--- config.mk ---
export PLATFORM = sky130hd
export DESIGN_NAME = bankedRegFile
export DESIGN_NICKNAME = d
export VERILOG_FILES = /design/src/rtl/rf_pkg.sv /design/src/rtl/rfControl.sv /design/src/rtl/rfDatapath.sv /design/src/rtl/bankedRegFile.sv
export SDC_FILE = /design/constraint.sdc
export NUM_CORES = 2
export LEC_CHECK = 0
export BUFFER_PORTS_ARGS = -buffer_cell sky130_fd_sc_hd__buf_4
export CORE_MARGIN = 2
export CORE_UTILIZATION = 40
export CTS_CLUSTER_DIAMETER = 60
export CTS_CLUSTER_SIZE = 40
export DETAILED_ROUTE_END_ITERATION = 10
export PLACE_DENSITY = 0.53
export SYNTH_ARGS = -nofsm -noshare
export SYNTH_HDL_FRONTEND = slang
export SYNTH_SLANG_ARGS = --single-unit
--- constraint.sdc ---
create_clock -name clk -period 3.78 [get_ports clk]
set_input_delay 0 -clock clk [delete_from_list [all_inputs] [get_ports clk]]
set_output_delay 0 -clock clk [all_outputs]
set_load 0.02 [all_outputs]
--- src/rtl/rf_pkg.sv ---
package rf_pkg;
  localparam int DATA_W     = 32;
  localparam int ADDR_W     = 4;
  localparam int NUM_SHARED = 10;
  localparam int NUM_BANKED = 5;
  localparam int NUM_MODES  = 4;
  localparam int MODE_W     = $clog2(NUM_MODES);
  localparam int FLAG_W     = 6;
  localparam int PC_LSB     = MODE_W;
  localparam int PC_W       = DATA_W - FLAG_W - MODE_W;
  localparam int STATUS_W   = FLAG_W + MODE_W;
  localparam int BANK_IDX_W = $clog2(NUM_BANKED);
  localparam int PC_REG     = NUM_SHARED + NUM_BANKED;

  typedef enum logic [MODE_W-1:0] {
    MODE_USR = 2'd0,
    MODE_FIQ = 2'd1,
    MODE_IRQ = 2'd2,
    MODE_SVC = 2'd3
  } mode_e;

  // status vector order: {N,Z,C,V,I,F,mode}
  localparam logic [DATA_W-1:0] PCREG_RESET = 32'h0C00_0003;

  typedef struct packed {
    logic                sharedWe;
    logic                bankWe;
    logic                pcWe;
    logic                statusWe;
    logic [STATUS_W-1:0] nextStatus;
  } rfStrobes_t;
endpackage

--- src/rtl/rfControl.sv ---
module rfControl
  import rf_pkg::*;
(
  input  logic              clk,
  input  logic              rstN,
  input  logic              wrEn,
  input  logic [ADDR_W-1:0] wrAddr,
  input  logic [DATA_W-1:0] wrData,
  input  logic              psrWrEn,
  input  logic [DATA_W-1:0] psrData,
  input  logic [DATA_W-1:0] pcRegWord,
  output rfStrobes_t        strobes,
  output logic [MODE_W-1:0] effMode
);
  logic                pcHit;
  logic [DATA_W-1:0]   srcWord;
  logic [STATUS_W-1:0] reqStatus;
  logic [STATUS_W-1:0] curStatus;
  logic                inUser;

  always_comb begin
    pcHit     = wrEn && (wrAddr == ADDR_W'(PC_REG));
    srcWord   = psrWrEn ? psrData : wrData;
    reqStatus = {srcWord[DATA_W-1 -: FLAG_W], srcWord[MODE_W-1:0]};
    curStatus = {pcRegWord[DATA_W-1 -: FLAG_W], pcRegWord[MODE_W-1:0]};
    inUser    = (pcRegWord[MODE_W-1:0] == MODE_USR);

    strobes.sharedWe = wrEn && (wrAddr < ADDR_W'(NUM_SHARED));
    strobes.bankWe   = wrEn && (wrAddr >= ADDR_W'(NUM_SHARED))
                            && (wrAddr < ADDR_W'(PC_REG));
    strobes.pcWe     = pcHit;
    strobes.statusWe = pcHit || psrWrEn;
    if (inUser)
      strobes.nextStatus = {reqStatus[STATUS_W-1 -: 4], curStatus[STATUS_W-5:0]};
    else
      strobes.nextStatus = reqStatus;
  end

  // mapping mode trails the stored mode field by one edge
  always_ff @(posedge clk) begin
    if (!rstN) effMode <= MODE_SVC;
    else       effMode <= pcRegWord[MODE_W-1:0];
  end
endmodule

--- src/rtl/rfDatapath.sv ---
module rfDatapath
  import rf_pkg::*;
(
  input  logic              clk,
  input  logic              rstN,
  input  rfStrobes_t        strobes,
  input  logic [MODE_W-1:0] effMode,
  input  logic [ADDR_W-1:0] wrAddr,
  input  logic [DATA_W-1:0] wrData,
  input  logic [ADDR_W-1:0] rnAddr,
  input  logic [ADDR_W-1:0] rmAddr,
  output logic [DATA_W-1:0] rnData,
  output logic [DATA_W-1:0] rmData,
  output logic [DATA_W-1:0] pcRegWord
);
  localparam logic [DATA_W-1:0] PC_MASK = {{FLAG_W{1'b0}}, {PC_W{1'b1}}, {MODE_W{1'b0}}};

  logic [DATA_W-1:0]     sharedQ [NUM_SHARED];
  logic [DATA_W-1:0]     pcRegQ;
  logic [DATA_W-1:0]     rnView  [NUM_MODES];
  logic [DATA_W-1:0]     rmView  [NUM_MODES];
  logic [BANK_IDX_W-1:0] wrIdx, rnIdx, rmIdx;

  assign wrIdx = BANK_IDX_W'(wrAddr - ADDR_W'(NUM_SHARED));
  assign rnIdx = BANK_IDX_W'(rnAddr - ADDR_W'(NUM_SHARED));
  assign rmIdx = BANK_IDX_W'(rmAddr - ADDR_W'(NUM_SHARED));

  always_ff @(posedge clk) begin
    if (!rstN) begin
      for (int k = 0; k < NUM_SHARED; k++) sharedQ[k] <= '0;
    end else if (strobes.sharedWe) begin
      sharedQ[wrAddr] <= wrData;
    end
  end

  genvar m;
  for (m = 0; m < NUM_MODES; m++) begin : g_bank
    logic [DATA_W-1:0] regs [NUM_BANKED];
    always_ff @(posedge clk) begin
      if (!rstN) begin
        for (int k = 0; k < NUM_BANKED; k++) regs[k] <= '0;
      end else if (strobes.bankWe && (effMode == MODE_W'(m))) begin
        regs[wrIdx] <= wrData;
      end
    end
    assign rnView[m] = regs[rnIdx];
    assign rmView[m] = regs[rmIdx];
  end

  always_ff @(posedge clk) begin
    if (!rstN) begin
      pcRegQ <= PCREG_RESET;
    end else begin
      if (strobes.pcWe)
        pcRegQ[PC_LSB +: PC_W] <= wrData[PC_LSB +: PC_W];
      if (strobes.statusWe) begin
        pcRegQ[DATA_W-1 -: FLAG_W] <= strobes.nextStatus[STATUS_W-1 -: FLAG_W];
        pcRegQ[MODE_W-1:0]         <= strobes.nextStatus[MODE_W-1:0];
      end
    end
  end

  always_comb begin
    if (rnAddr < ADDR_W'(NUM_SHARED))  rnData = sharedQ[rnAddr];
    else if (rnAddr < ADDR_W'(PC_REG)) rnData = rnView[effMode];
    else                               rnData = pcRegQ & PC_MASK;

    if (rmAddr < ADDR_W'(NUM_SHARED))  rmData = sharedQ[rmAddr];
    else if (rmAddr < ADDR_W'(PC_REG)) rmData = rmView[effMode];
    else                               rmData = pcRegQ;
  end

  assign pcRegWord = pcRegQ;
endmodule

--- src/rtl/bankedRegFile.sv ---
module bankedRegFile
  import rf_pkg::*;
(
  input  logic              clk,
  input  logic              rstN,
  input  logic [ADDR_W-1:0] rnAddr,
  output logic [DATA_W-1:0] rnData,
  input  logic [ADDR_W-1:0] rmAddr,
  output logic [DATA_W-1:0] rmData,
  input  logic              wrEn,
  input  logic [ADDR_W-1:0] wrAddr,
  input  logic [DATA_W-1:0] wrData,
  input  logic              psrWrEn,
  input  logic [DATA_W-1:0] psrData,
  output logic [MODE_W-1:0] modeOut
);
  rfStrobes_t        strobes;
  logic [DATA_W-1:0] pcRegWord;
  logic [MODE_W-1:0] effMode;

  rfControl u_ctrl (
    .clk(clk), .rstN(rstN), .wrEn(wrEn), .wrAddr(wrAddr), .wrData(wrData),
    .psrWrEn(psrWrEn), .psrData(psrData), .pcRegWord(pcRegWord),
    .strobes(strobes), .effMode(effMode)
  );

  rfDatapath u_dp (
    .clk(clk), .rstN(rstN), .strobes(strobes), .effMode(effMode),
    .wrAddr(wrAddr), .wrData(wrData), .rnAddr(rnAddr), .rmAddr(rmAddr),
    .rnData(rnData), .rmData(rmData), .pcRegWord(pcRegWord)
  );

  assign modeOut = effMode;
endmodule

==> results.sh <==
export IMPL_dp_hpwl_mm=188.2
export IMPL_drt_iter0_drc=7736
export IMPL_grt_pass1_wl_mm=391.6
export IMPL_viasPerCell=6.210
export IMPL_rsz0062_at_grt="false"
export IMPL_finalSetupViolations=4
export IMPL_violations="negative setup slack"
export IMPL_cp_slowest_cell="a221oi_1"
export IMPL_required_ns=3.78
export IMPL_synth_edf_count=1344
export IMPL_layout_commonest_cell="edfxtp_1"
export IMPL_ys_flop_type="edfxtp_1"
export IMPL_num_vias=49270
export IMPL_min_path_cells=2
export IMPL_finClkSkew_ns=0.03300
export IMPL_syn_area_per_cell_um2=14.48
export IMPL_power_density_mw_per_mm2=452.7
export IMPL_clk_pin_slew_worst_paths_ns=0.07
export IMPL_fin_util_pct=47.14
export IMPL_gp_congestion=0.9160
export IMPL_place_ws_ns=0.4017
export IMPL_synth_warnings=0
export IMPL_ys_seq_area_share_pct=58.27
export IMPL_syn2layout_area_growth_pct=17.47
export IMPL_wl_mm=286.3
export IMPL_layout_nets=5562
export IMPL_synth_area_top_cells="edfxtp_1 57%, mux4_2 16%, and2_1 5.7%"
export IMPL_crit_cells=9
export IMPL_relSlewSlack_pct=20.11
export IMPL_vdd_drop_max_v=0.0005101
export IMPL_fin_tns_setup_ns=-0.2192
export IMPL_power_switching_w=0.009996
export IMPL_pwr_share_clk_pct=38.7
export IMPL_io_pins=146
export IMPL_worstPathMaxFanout=15
export IMPL_crit_family="compound AO/OA/AOI/OAI gates"
export IMPL_cts_root_buf="clkbuf_16"
export IMPL_antenna_found_initial=29
export IMPL_p_sw_share_pct=26.68
export IMPL_synth_seq_cells=1378
export IMPL_io_buffers=121
export IMPL_crit_top_cell="buf_4"
export IMPL_syn_area_mm2=0.07043
export IMPL_cpPeakStageDelay_ns=0.73
export IMPL_final_area_mm2=0.08274
export IMPL_end_kind="output pin"
export IMPL_rows=154
export IMPL_grt_pass1_vias=47690
export IMPL_ctsLongestPathBuffers=3
export IMPL_hold_path_class="in -> reg"
export IMPL_ys_types=68
export IMPL_placed_area_mm2=0.07733
export IMPL_wl_per_cell_um=36.09
export IMPL_combPwrFrac_pct=13.3
export IMPL_cts_max_level=4
export IMPL_synth_area_leader_cell="edfxtp_1"
export IMPL_max_freq_mhz=258.2
export IMPL_reg2reg_depth=6
export IMPL_finalWorstSetupSlack_ns=-0.09361
export IMPL_first_pass_iters=6
export IMPL_initial_core_util_pct=40.13
export IMPL_path_buf_inv=4
export IMPL_numCtsBuffers=132
export IMPL_netlist_area_leader_share_pct=57.30
export IMPL_grt_max_degree=71
export IMPL_cts_sinks=1378
export IMPL_die_area_mm2=0.1795
export IMPL_hold_viol=0
export IMPL_antenna_left=0
export IMPL_die_h_um=423.6
export IMPL_power_frac_seq_pct=48.0
export IMPL_ys_async_sr_fraction_pct=0
export IMPL_holdWs_ns=0.1781
export IMPL_period_needed_ns=3.874
export IMPL_final_cell_mix="1344 x edfxtp_1, 643 x and2_1, 501 x mux4_2"
export IMPL_layout_drive_gt1_share_pct=23.84
export IMPL_start_kind="flip-flop"
export IMPL_critPathArrivalTime_ns=3.87
export IMPL_run_status="finished, violations left"
export IMPL_cts_tree="done"
export IMPL_worstPathCellList="buf_4 -> nand2_1 -> buf_4 -> nor2_1 -> buf_4 -> a221oi_1 -> a31oi_1 -> or2_2 -> buf_4"
export IMPL_intPower_w=0.02746
export IMPL_max_slew_worst_pin_slew_ns=1.197
export IMPL_leakagePower_nw=29.80
export IMPL_core_mm2=0.1755
export IMPL_criticalPathCategory="reg -> out"
export IMPL_clk_latency_ns=0.80
export IMPL_cap_violations=0
export IMPL_syn_inst=4864
export IMPL_period_share_pct=102.5
export IMPL_die_width_um=423.6
export IMPL_final_max_slew_violation_count=0
export IMPL_drc_errors=0
export IMPL_grt_usage_pct=31.55
export IMPL_gr_total_overflow=0
## registers in the layout (all words and copies together), names as in the netlist
name	count
u_dp.g_bank.regs	1024
u_dp.sharedQ	320
u_dp.pcRegWord	32
u_ctrl.effMode	2
## path summary, 6_finish.rpt
kind / slack, ns / startpoint / to
max: -0.09 / u_ctrl.effMode[0] / rnData[19]
min: 0.18 / wrData[10] / u_dp.g_bank[3].regs[5][10]
max reg2reg: 0.62 / u_ctrl.effMode[0] / u_dp.g_bank[0].regs[3][13]
min reg2reg: 0.48 / u_dp.pcRegWord[3] / u_dp.pcRegWord[3]
## cell type report
cell class	count	area [um2]
multi-input combinational	3393	29110
inverter	41	153.9
timing repair buffer	536	4886
clock inverter	82	964.7
antenna	5	12.51
tap	2340	2928
sequential	1378	41050
fill	15360	92790
clock buffer	158	3645
## synth_stat cells, types with 12 or more instances
master	n
a211oi_1	24
a21boi_0	28
a21oi_1	127
a221oi_1	55
a22o_1	19
a22oi_1	93
a31oi_1	20
and2_1	644
and3_1	12
buf_2	80
buf_4	60
buf_6	20
clkbuf_1	264
dfxtp_1	34
edfxtp_1	1344
inv_1	38
mux2_2	53
mux2i_1	320
mux4_2	501
nand2_1	224
nand2b_1	17
nand3_1	46
nor2_1	425
nor2b_1	15
nor3_1	21
o211ai_1	33
o21ai_0	117
o221ai_1	25
o22ai_1	71
or3_1	14
## routing by layer
layer	global-route usage (%)	vias up	wire [um]
met1	42.55	25770	111300
met5	0	-	48
met4	13.98	8	14370
met2	49.40	3076	131500
met3	6.437	623	29090
li1	-	19790	-
## repair_timing
item	in CTS	in global routing
hold endpoints to repair	1239	0
resized for setup	12	3
setup buffers	1	0
hold buffers	72	0
setup endpoints to repair	18	3
## per-stage QoR
stage / power, W / cells
floorplan: 0.02082 / 5247
global placement: 0.02307 / 7615
detailed placement: 0.02311 / 7615
CTS: 0.03747 / 7928
global route: 0.03830 / 7928
finish: 0.03746 / 7933
## cell families after synthesis
family / count (synthesis) / synth area share, %
flops: 1378 / 58.27
xor+xnor: 2 / 0.02487
simple gates: 1464 / 10.66
buf+inv: 476 / 3.212
mux: 874 / 21.41
compound gates: 669 / 6.418
other cells: 1 / 0.005324
## power by group through the flow
stage | clock, W | sequential (W) | combinational [W]
5_1_grt | 0.0151 | 0.0181 | 0.00511
3_5_place_dp | 0 | 0.0183 | 0.00480
4_1_cts | 0.0146 | 0.0180 | 0.00488
3_3_place_gp | 0 | 0.0183 | 0.00479
6_report | 0.0145 | 0.0180 | 0.00497
2_1_floorplan | 0 | 0.0182 | 0.00266
Note: power is estimated with default switching activity, not from simulation.
